$ cat config.mk
export PLATFORM = sky130hd
export DESIGN_NAME = ftgt_i2c_target
export DESIGN_NICKNAME = d
export VERILOG_FILES = /design/src/rtl/ftgt_pkg.sv /design/src/rtl/ftgt_sync.sv /design/src/rtl/ftgt_regbank.sv /design/src/rtl/ftgt_link.sv /design/src/rtl/ftgt_i2c_target.sv
export SDC_FILE = /design/constraint.sdc
export NUM_CORES = 1
export LEC_CHECK = 0
export BUFFER_PORTS_ARGS = -buffer_cell sky130_fd_sc_hd__buf_2
export CAP_MARGIN = 20
export CORE_MARGIN = 8
export CORE_UTILIZATION = 60
export CTS_CLUSTER_DIAMETER = 80
export DETAILED_ROUTE_END_ITERATION = 16
export GPL_TIMING_DRIVEN = 1
export PLACE_DENSITY_LB_ADDON = 0.12
export SYNTH_ARGS = -nofsm -noshare
export SYNTH_HDL_FRONTEND = slang
export SYNTH_SLANG_ARGS = --single-unit
$ cat constraint.sdc
create_clock -name clk -period 2.52 [get_ports clk]
set_input_delay 0 -clock clk [delete_from_list [all_inputs] [get_ports clk]]
set_output_delay 0 -clock clk [all_outputs]
set_load 0.05 [all_outputs]
$ cat src/rtl/ftgt_pkg.sv
package ftgt_pkg;

    localparam int unsigned BYTE_W   = 8;
    localparam int unsigned FLAG_W   = 4;
    localparam int unsigned SRST_BIT = 7;
    localparam int unsigned SLEEP_BIT = 0;

    typedef enum logic [2:0] {
        ST_IDLE,
        ST_RX,
        ST_RX_ACK,
        ST_TX,
        ST_TX_ACK
    } link_st_e;

    typedef enum logic [1:0] {
        K_DEV,
        K_REG,
        K_DATA
    } rx_kind_e;

    typedef struct packed {
        link_st_e           st;
        rx_kind_e           kind;
        logic [3:0]         cnt;
        logic [BYTE_W-1:0]  shreg;
        logic               rw;
        logic               mack;
        logic               oe;
        logic [BYTE_W-1:0]  ptr;
    } link_s;

    localparam link_s LINK_RST = '{
        st:    ST_IDLE,
        kind:  K_DEV,
        cnt:   4'd0,
        shreg: 8'd0,
        rw:    1'b0,
        mack:  1'b0,
        oe:    1'b0,
        ptr:   8'd0
    };

endpackage

$ cat src/rtl/ftgt_sync.sv
module ftgt_sync #(
    parameter int unsigned STAGES = 2
) (
    input  logic clk,
    input  logic rst_n,
    input  logic scl_i,
    input  logic sda_i,
    output logic sda_s,
    output logic scl_rise,
    output logic scl_fall,
    output logic start_ev,
    output logic stop_ev
);
    localparam int unsigned LINES = 2;

    logic [LINES-1:0] raw_w;
    logic [LINES-1:0] now_w;
    logic [LINES-1:0] prev_d, prev_q;

    assign raw_w = {sda_i, scl_i};

    for (genvar g = 0; g < LINES; g++) begin : g_line
        logic [STAGES-1:0] chain_d, chain_q;

        always_comb begin
            chain_d = {chain_q[STAGES-2:0], raw_w[g]};
        end

        always_ff @(posedge clk or negedge rst_n) begin
            if (!rst_n) chain_q <= '1;
            else        chain_q <= chain_d;
        end

        assign now_w[g] = chain_q[STAGES-1];
    end

    always_comb begin
        prev_d = now_w;
    end

    always_ff @(posedge clk or negedge rst_n) begin
        if (!rst_n) prev_q <= '1;
        else        prev_q <= prev_d;
    end

    // index 0 is the clock line, index 1 the data line
    assign sda_s    = now_w[1];
    assign scl_rise = now_w[0] & ~prev_q[0];
    assign scl_fall = ~now_w[0] & prev_q[0];
    assign start_ev = now_w[0] & prev_q[0] & prev_q[1] & ~now_w[1];
    assign stop_ev  = now_w[0] & prev_q[0] & ~prev_q[1] & now_w[1];

endmodule

$ cat src/rtl/ftgt_regbank.sv
module ftgt_regbank
    import ftgt_pkg::*;
#(
    parameter int unsigned NREG = 4,
    localparam int unsigned AW  = $clog2(NREG)
) (
    input  logic              clk,
    input  logic              rst_n,
    input  logic              wr_en,
    input  logic [AW-1:0]     wr_addr,
    input  logic [BYTE_W-1:0] wr_data,
    input  logic [AW-1:0]     rd_addr,
    output logic [BYTE_W-1:0] rd_data,
    output logic [FLAG_W-1:0] flags_o,
    output logic              sleep_o
);
    logic                          srst;
    logic [NREG-1:0][BYTE_W-1:0]   view_w;

    assign srst = wr_en && (wr_addr == '0) && wr_data[SRST_BIT];

    for (genvar i = 0; i < NREG; i++) begin : g_reg
        logic hit;
        assign hit = wr_en && (wr_addr == AW'(i));

        if (i == 0) begin : g_ctrl
            logic sleep_d, sleep_q;
            always_comb begin
                sleep_d = sleep_q;
                if (srst)     sleep_d = 1'b0;
                else if (hit) sleep_d = wr_data[SLEEP_BIT];
            end
            always_ff @(posedge clk or negedge rst_n) begin
                if (!rst_n) sleep_q <= 1'b0;
                else        sleep_q <= sleep_d;
            end
            assign view_w[i] = {{(BYTE_W-1){1'b0}}, sleep_q};
        end else if (i == 1) begin : g_flag
            logic [FLAG_W-1:0] flag_d, flag_q;
            always_comb begin
                flag_d = flag_q;
                if (srst)     flag_d = '0;
                else if (hit) flag_d = wr_data[FLAG_W-1:0];
            end
            always_ff @(posedge clk or negedge rst_n) begin
                if (!rst_n) flag_q <= '0;
                else        flag_q <= flag_d;
            end
            assign view_w[i] = {{(BYTE_W-FLAG_W){1'b0}}, flag_q};

            AST_FLAGS_HOLD: assert property (@(posedge clk) disable iff (!rst_n)
                !wr_en |=> $stable(flag_q));
        end else begin : g_scr
            logic [BYTE_W-1:0] scr_d, scr_q;
            always_comb begin
                scr_d = scr_q;
                if (srst)     scr_d = '0;
                else if (hit) scr_d = wr_data;
            end
            always_ff @(posedge clk or negedge rst_n) begin
                if (!rst_n) scr_q <= '0;
                else        scr_q <= scr_d;
            end
            assign view_w[i] = scr_q;
        end
    end

    assign rd_data = view_w[rd_addr];
    assign flags_o = view_w[1][FLAG_W-1:0];
    assign sleep_o = view_w[0][SLEEP_BIT];

    AST_SRST_CLEARS: assert property (@(posedge clk) disable iff (!rst_n)
        srst |=> (flags_o == '0) && !sleep_o && (view_w[NREG-1] == '0));

    AST_FLAG_UPPER_ZERO: assert property (@(posedge clk) disable iff (!rst_n)
        (rd_addr == AW'(1)) |-> (rd_data[BYTE_W-1:FLAG_W] == '0));

endmodule

$ cat src/rtl/ftgt_link.sv
module ftgt_link
    import ftgt_pkg::*;
#(
    parameter logic [6:0]  DEV_ADDR = 7'h2C,
    parameter int unsigned NREG     = 4,
    localparam int unsigned AW      = $clog2(NREG),
    localparam logic [BYTE_W-1:0] PMASK = BYTE_W'(NREG - 1)
) (
    input  logic              clk,
    input  logic              rst_n,
    input  logic              sda_s,
    input  logic              scl_rise,
    input  logic              scl_fall,
    input  logic              start_ev,
    input  logic              stop_ev,
    input  logic [BYTE_W-1:0] rd_data,
    output logic              wr_en,
    output logic [AW-1:0]     wr_addr,
    output logic [BYTE_W-1:0] wr_data,
    output logic [AW-1:0]     rd_addr,
    output logic              sda_oe
);
    link_s d, q;

    always_comb begin
        d       = q;
        wr_en   = 1'b0;
        wr_data = q.shreg;
        if (stop_ev) begin
            d.st  = ST_IDLE;
            d.oe  = 1'b0;
            d.cnt = '0;
        end else if (start_ev) begin
            d.st   = ST_RX;
            d.kind = K_DEV;
            d.cnt  = '0;
            d.oe   = 1'b0;
        end else begin
            case (q.st)
                ST_RX: begin
                    if (scl_rise && (q.cnt < 4'd8)) begin
                        d.shreg = {q.shreg[BYTE_W-2:0], sda_s};
                        d.cnt   = q.cnt + 4'd1;
                    end else if (scl_fall && (q.cnt == 4'd8)) begin
                        d.cnt = '0;
                        case (q.kind)
                            K_DEV: begin
                                if (q.shreg[7:1] == DEV_ADDR) begin
                                    d.rw = q.shreg[0];
                                    d.st = ST_RX_ACK;
                                    d.oe = 1'b1;
                                end else begin
                                    d.st = ST_IDLE;
                                end
                            end
                            K_REG: begin
                                d.ptr = q.shreg & PMASK;
                                d.st  = ST_RX_ACK;
                                d.oe  = 1'b1;
                            end
                            default: begin
                                wr_en = 1'b1;
                                d.ptr = (q.ptr + 8'd1) & PMASK;
                                d.st  = ST_RX_ACK;
                                d.oe  = 1'b1;
                            end
                        endcase
                    end
                end
                ST_RX_ACK: begin
                    if (scl_fall) begin
                        if ((q.kind == K_DEV) && q.rw) begin
                            d.st    = ST_TX;
                            d.shreg = rd_data;
                            d.ptr   = (q.ptr + 8'd1) & PMASK;
                            d.cnt   = '0;
                            d.oe    = ~rd_data[BYTE_W-1];
                        end else begin
                            d.st   = ST_RX;
                            d.oe   = 1'b0;
                            d.cnt  = '0;
                            d.kind = (q.kind == K_DEV) ? K_REG : K_DATA;
                        end
                    end
                end
                ST_TX: begin
                    if (scl_fall) begin
                        if (q.cnt == 4'd7) begin
                            d.st   = ST_TX_ACK;
                            d.oe   = 1'b0;
                            d.mack = 1'b0;
                        end else begin
                            d.shreg = {q.shreg[BYTE_W-2:0], 1'b0};
                            d.cnt   = q.cnt + 4'd1;
                            d.oe    = ~q.shreg[BYTE_W-2];
                        end
                    end
                end
                ST_TX_ACK: begin
                    if (scl_rise) d.mack = ~sda_s;
                    if (scl_fall) begin
                        if (q.mack) begin
                            d.st    = ST_TX;
                            d.shreg = rd_data;
                            d.ptr   = (q.ptr + 8'd1) & PMASK;
                            d.cnt   = '0;
                            d.oe    = ~rd_data[BYTE_W-1];
                        end else begin
                            d.st = ST_IDLE;
                        end
                    end
                end
                default: ;
            endcase
        end
    end

    always_ff @(posedge clk or negedge rst_n) begin
        if (!rst_n) q <= LINK_RST;
        else        q <= d;
    end

    assign wr_addr = q.ptr[AW-1:0];
    assign rd_addr = q.ptr[AW-1:0];
    assign sda_oe  = q.oe;

    AST_RX_NO_DRIVE: assert property (@(posedge clk) disable iff (!rst_n)
        (q.st == ST_RX) |-> !q.oe);
    AST_IDLE_RELEASED: assert property (@(posedge clk) disable iff (!rst_n)
        (q.st == ST_IDLE) |-> !q.oe);
    AST_STOP_TO_IDLE: assert property (@(posedge clk) disable iff (!rst_n)
        stop_ev |=> (q.st == ST_IDLE));
    AST_START_RESYNC: assert property (@(posedge clk) disable iff (!rst_n)
        (start_ev && !stop_ev) |=> (q.st == ST_RX) && (q.cnt == 4'd0) && (q.kind == K_DEV));
    AST_OE_ON_FALL: assert property (@(posedge clk) disable iff (!rst_n)
        (q.oe != $past(q.oe)) |-> $past(scl_fall || start_ev || stop_ev));
    AST_CNT_BOUND: assert property (@(posedge clk) disable iff (!rst_n)
        q.cnt <= 4'd8);

endmodule

$ cat src/rtl/ftgt_i2c_target.sv
module ftgt_i2c_target
    import ftgt_pkg::*;
#(
    parameter logic [6:0]  DEV_ADDR    = 7'h2C,
    parameter int unsigned NREG        = 4,
    parameter int unsigned SYNC_STAGES = 2,
    localparam int unsigned AW         = $clog2(NREG)
) (
    input  logic              clk,
    input  logic              rst_n,
    input  logic              scl_i,
    input  logic              sda_i,
    output logic              sda_oe_o,
    output logic [FLAG_W-1:0] uflag_o,
    output logic              sleep_req_o
);
    logic              sda_s, scl_rise, scl_fall, start_ev, stop_ev;
    logic              wr_en;
    logic [AW-1:0]     wr_addr, rd_addr;
    logic [BYTE_W-1:0] wr_data, rd_data;

    ftgt_sync #(.STAGES(SYNC_STAGES)) u_sync (
        .clk      (clk),
        .rst_n    (rst_n),
        .scl_i    (scl_i),
        .sda_i    (sda_i),
        .sda_s    (sda_s),
        .scl_rise (scl_rise),
        .scl_fall (scl_fall),
        .start_ev (start_ev),
        .stop_ev  (stop_ev)
    );

    ftgt_link #(.DEV_ADDR(DEV_ADDR), .NREG(NREG)) u_link (
        .clk      (clk),
        .rst_n    (rst_n),
        .sda_s    (sda_s),
        .scl_rise (scl_rise),
        .scl_fall (scl_fall),
        .start_ev (start_ev),
        .stop_ev  (stop_ev),
        .rd_data  (rd_data),
        .wr_en    (wr_en),
        .wr_addr  (wr_addr),
        .wr_data  (wr_data),
        .rd_addr  (rd_addr),
        .sda_oe   (sda_oe_o)
    );

    ftgt_regbank #(.NREG(NREG)) u_bank (
        .clk     (clk),
        .rst_n   (rst_n),
        .wr_en   (wr_en),
        .wr_addr (wr_addr),
        .wr_data (wr_data),
        .rd_addr (rd_addr),
        .rd_data (rd_data),
        .flags_o (uflag_o),
        .sleep_o (sleep_req_o)
    );

endmodule

[Word level (Yosys, flattened, before mapping)]
Cells that the tools add are included.
W data, S select, Z words.
Word-level totals
  logic and storage cells: 159
  input port bits: 4
  output and inout port bits: 6
  register bits after elaboration: 49
Cells by class
  bitwise gates (word level): 16
  muxes and demuxes: 61
  $lt $le $gt $ge: 2
  add/subtract/negate cells: 2
  equal/unequal tests: 34
  reduce and logical (&&, ||, !) cells: 29
Operators with widths (count)
  $mux W8: 8
  $mux W9: 6
  $mux W12: 4
  $pmux W12 S4: 1
  $ne A4 B3 Y1 const B: 6
  $mux W3: 7
  $reduce_and A7 Y1: 3
  $mux W4: 5
  $reduce_and A10 Y1: 2
  $ne A2 B1 Y1 const B: 9
  $mux W17: 1
  $bmux W8 S2: 1
  $mux W1: 16
  $pmux W8 S2: 1
  $mux W2: 7
  $reduce_bool A2 Y1: 7
  $pmux W3 S4: 1
  $not A1 Y1: 9
  $logic_and A1 B1 Y1: 8
  $ne A2 B2 Y1 const B: 4
  $ne A4 B4 Y1 const B: 2
  $reduce_and A8 Y1: 1
  $and A1 B1 Y1: 7
  $eq A7 B6 Y1 const B: 1
  other kinds (23): 27

[Depth between registers and ports, before layout]
  depth in word-level cells: 11
  depth in mapped cells: 9
  mapped depth without buffers: 7

[By module]
A second synthesis with hierarchy kept.
Unflattened totals
  cell total of the unflattened synthesis: 274
  area total of the unflattened synthesis: 2912.8 um^2
By module, submodules not included
  ftgt_link: instances 1, seq. area each 550.5 um^2, area each 1691.6 um^2, cells each 174
  ftgt_regbank: instances 1, seq. area each 525.5 um^2, area each 1031.0 um^2, cells each 90
  ftgt_sync: instances 1, seq. area each 157.7 um^2, area each 190.2 um^2, cells each 10

[Worst setup path before layout]
No wires, ideal clock.
  path kind: register to register
  start: register u_sync.prev_q[0]
  end: register u_link.q, in the netlist u_link.wr_data[0]
  arrival time: 1.929 ns
  path slack: 0.466 ns
  period minus slack after synthesis: 2.054 ns
  stages on the path, launching flop included: 7
  cells stage by stage: dfstp_2 -> nor2b_2 -> buf_6 -> nand3_2 -> a211o_1 -> nor3_4 -> mux2_2
Between the ends
  word-level cells in the longest chain between the ends: 5
  elaborated cells on any way between the ends: 16
  classes of those cells: eq/ne (4); bitwise (10); reduce/logical (2)
RTL lines
  start, declared: line ftgt_sync.sv:18  | logic [LINES-1:0] prev_d, prev_q;
  start signal, assigned: line ftgt_sync.sv:43  | else prev_q <= prev_d;
  $not A1 Y1 / $and A1 B1 Y1 (equally long branches): line ftgt_sync.sv:48, ftgt_sync.sv:50, ftgt_sync.sv:51
  $and A1 B1 Y1 (on tied branches): line ftgt_sync.sv:48, ftgt_sync.sv:50, ftgt_sync.sv:51
  $logic_and A1 B1 Y1 (tied with other cells): line ftgt_link.sv:41  | if (scl_rise && (q.cnt < 4'd8)) begin
  $ne A2 B1 Y1 (no source line) / $not A1 Y1 (equally long branches)
  $reduce_and A10 Y1 (no source line) *
  end signal, assigned: line ftgt_link.sv:119  | if (!rst_n) q <= LINK_RST;
  end signal, assigned: line ftgt_link.sv:120  | else q <= d;
  end, declared: line ftgt_link.sv:23  | link_s d, q;
Mark *: on every way between the ends. The rest lies on a longest branch, timed or not.
A chain may end at the register's enable or synchronous reset.

[Worst setup path in the final report]
  start: register u_sync.prev_q[0]
  end: register u_link.q, in the netlist u_link.wr_data[7]
The elaborated chain is that of the path after synthesis.

==> results.sh <==
export IMPL_run_status="finished, final reports clean"
export IMPL_synth_top_family_by_area="compound AO/OA/AOI/OAI gates"
export IMPL_cts_clk_slew_worst_paths_ns=0.09
export IMPL_worst_ep_arrival_time_ns=2.56
export IMPL_fin_crit_sh_pct=93.8
export IMPL_path_buf_inv=0
export IMPL_maxCapViolCount=0
export IMPL_start_util_pct=60.9
export IMPL_tritoncts="yes"
export IMPL_drt_wl_total_um=6310
export IMPL_cts_buffers=5
export IMPL_final_setup_tns_ns=0
export IMPL_synth_area_top_cells="dfrtp_1 38%, mux2_2 6.4%, a21oi_1 5.7%"
export IMPL_finalSetupViolations=0
export IMPL_cpPeakStageDelay_ns=0.59
export IMPL_worst_setup_path_type="flip-flop to flip-flop"
export IMPL_worst_slew_pin_slew_ns=0.662
export IMPL_r2r_start="u_sync.prev_q[0]"
export IMPL_use_met3_pct=3.61
export IMPL_critPathLaunchType="flip-flop"
export IMPL_r2r_cells=5
export IMPL_drt_iter0_drc=257
export IMPL_io_pins=10
export IMPL_slew_violations=0
export IMPL_cp_cell_sequence="nor2b_2, nand3_2, a211o_1, nor3_4, mux2_2"
export IMPL_synth_distinct_cells=57
export IMPL_antenna_found_initial=0
export IMPL_yosys_area_top_type="dfrtp_1"
export IMPL_power_mw=1.64
export IMPL_power_density_nw_per_um2=538
export IMPL_die_x_um=84.5
export IMPL_gp_congestion=0.966
export IMPL_relSlewSlack_pct=55.4
export IMPL_nets=317
export IMPL_diodes=0
export IMPL_rsz0062_at_grt="no"
export IMPL_seq_area_frac_synth_pct=43.8
export IMPL_firstDrtPassIters=4
export IMPL_cts_resized=0
export IMPL_fillers=394
export IMPL_htree_num_levels=2
export IMPL_drive_above_1_share_pct=19.5
export IMPL_finClkSkew_ns=0.00553
export IMPL_ys_warn_count=0
export IMPL_grt_pass1_wl_um=10800
export IMPL_hold_buffers=3
export IMPL_met2_usage_pct=28.7
export IMPL_worstPathMaxFanout=8
export IMPL_min_period_ns=2.36
export IMPL_cp_required_ns=2.71
export IMPL_drt_vias_per_instance=6.32
export IMPL_finalHoldViolCount=0
export IMPL_avgSynthCellArea_um2=9.56
export IMPL_grt_max_degree=31
export IMPL_syn_cell_area_um2=2820
export IMPL_muxShareOfSynthArea_pct=10.4
export IMPL_max_freq_ghz=0.423
export IMPL_synth_compound_area_share_pct=19.8
export IMPL_syn_nets=305
export IMPL_synth_edf_count=0
export IMPL_netlist_instances=295
export IMPL_r2r_end="u_link.wr_data[7]"
export IMPL_hold_ws_ns=0.186
export IMPL_die_area_um2=7150
export IMPL_grtUsageTotal_pct=18.5
export IMPL_cts_setup_buffers=0
export IMPL_area_delta_synth_final_pct=8.08
export IMPL_fp_row_count=25
export IMPL_clk_insertion_delay_late_ns=0.30
export IMPL_num_vias=2287
export IMPL_p_leak_nw=1.33
export IMPL_drc_errors=0
export IMPL_grt_pass1_vias=2192
export IMPL_cp_depth=5
export IMPL_synth_top_area_share_pct=38.2
export IMPL_worst_ir_drop_vdd_mv=0.341
export IMPL_async_reset_ff_share_pct=100
export IMPL_regToRegSetupSlack_ns=0.16
export IMPL_ant_nets=0
export IMPL_clockRootBuffer="clkbuf_8"
export IMPL_endpoint_kind="flip-flop"
export IMPL_dp_hpwl_um=4420
export IMPL_ys_ff_latch=49
export IMPL_hold_path_class="input pin to async pin"
export IMPL_synth_xor_area_share_pct=0.621
export IMPL_ys_flop_type="dfrtp_1"
export IMPL_cts_buffer_depth=2
export IMPL_cp_top_family="simple AND/OR/NAND/NOR gates"
export IMPL_busiest_layer="met2"
export IMPL_die_y_um=84.5
export IMPL_synthSimpleGateAreaFrac_pct=18.0
export IMPL_cts_sinks=49
export IMPL_crit_slowest_cell="dfstp_2"
export IMPL_io_buffers=9
export IMPL_core_um2=4630
export IMPL_met1_usage_pct=25.9
export IMPL_critPathCapture="u_link.wr_data[7]"
export IMPL_wl_per_cell_um=17.4
export IMPL_gr_total_overflow=0
export IMPL_synth_adder_area_share_pct=2.66
export IMPL_startpoint="u_sync.prev_q[0]"
==> flip-flops by register name (all words and copies together) (netlist names) <==
name / count
u_bank.g.g_scr.scr_q: 16
u_link.q: 11
u_link.wr_data: 8
u_bank.flags_o: 4
u_sync.g_line.chain_q: 4
u_link.rd_addr: 2
u_sync.prev_q: 2
u_bank.sleep_o: 1
u_link.sda_oe: 1
==> stage by stage <==
| step | utilization, % | instances | setup slack (ns) | instance area (um2) |
|---|---|---|---|---|
| detailed placement | 62.9 | 351 | 0.190 | 2910 |
| finish | 65.8 | 362 | 0.157 | 3050 |
| global route | 65.8 | 362 | 0.0514 | 3050 |
| floorplan | - | 295 | 0.466 | 2820 |
| CTS | 65.8 | 362 | 0.176 | 3050 |
| global placement | 62.9 | 351 | 0.260 | 2910 |
==> worst min-delay path by stage <==
stage           from                             end  slack, ns  cells after the start
6_report       rst_n                    u_link.q[19]       0.19                      2
4_1_cts        rst_n  u_bank.g_reg[3].g_scr.scr_q[6]       0.18                      2
5_1_grt        rst_n                     u_link.q[9]       0.24                      2
3_3_place_gp   rst_n                    u_link.q[19]      -0.04                      1
3_5_place_dp   rst_n                    u_link.q[19]      -0.03                      1
2_1_floorplan  rst_n               u_bank.flags_o[0]      -0.30                      0
==> layout by cell type, fill, tap and decap left out, types with 3 or more instances in the layout <==
cell           instances
nor2_1                22
ha_1                   6
dfstp_2                6
nor4_1                 3
nand3b_1               3
nand2_1               27
nor3_1                 3
a211o_1                3
o31ai_1                3
nand3_1                9
dfrtp_1               43
buf_2                  9
a21oi_1               32
clkbuf_8               7
dlygate4sd3_1          3
inv_1                 12
nor2b_1                6
a31oi_1                3
buf_4                  9
o21ai_0               26
o211ai_1               3
nor3b_1                5
mux2i_1                9
mux2_2                16
and3_1                 3
==> power by group <==
part           leakage [nW]  internal [mW]  total [mW]  switching, mW
combinational         0.615         0.0925       0.197          0.105
sequential            0.656          0.838       0.920         0.0821
clock                0.0549          0.254       0.521          0.267
total                  1.33           1.18        1.64          0.454
==> per-layer routing <==
metal,up-vias,share of wire [%]
li1,1096,-
met1,1115,48
met2,69,46
met3,7,5.2
met4,0,0.84
met5,-,0
==> final cells by class <==
class                      instances  area, um2  area share, %
clock inverter                     1       8.76          0.287
timing repair buffer              21        143           4.68
clock buffer                       7       96.3           3.16
multi-input combinational        218       1450           47.7
tap                               54       67.6           2.22
inverter                          12       45.0           1.48
sequential                        49       1230           40.5
==> cells in the mapped netlist (2+ instances only) <==
| master | count |
|---|---|
| nor3_1 | 3 |
| o2bb2ai_1 | 2 |
| o22ai_1 | 2 |
| buf_6 | 2 |
| o21bai_1 | 2 |
| nor2b_1 | 6 |
| nor2_1 | 22 |
| dfstp_2 | 6 |
| nor4_1 | 3 |
| inv_1 | 12 |
| a31oi_1 | 3 |
| clkbuf_1 | 8 |
| nand2_1 | 27 |
| ha_1 | 6 |
| nor3b_1 | 5 |
| nand3_1 | 9 |
| a21oi_1 | 32 |
| a211o_1 | 3 |
| mux2_2 | 16 |
| mux2i_1 | 9 |
| dfrtp_1 | 43 |
| or3b_2 | 2 |
| o21ai_0 | 26 |
| and3_1 | 3 |
| buf_4 | 2 |
| buf_2 | 4 |
| o211ai_1 | 3 |
| o31ai_1 | 3 |
| nand3b_1 | 3 |
==> cells by family after synthesis <==
| logic type | Yosys count |
|---|---|
| multiplexers | 26 |
| AO/OA/AOI/OAI | 89 |
| buffers and inverters | 28 |
| XOR/XNOR | 2 |
| adder cells (fa/ha/maj) | 6 |
| AND/OR/NAND/NOR | 95 |
| flip-flops | 49 |
No activity file was read; power rests on OpenSTA's default activity.
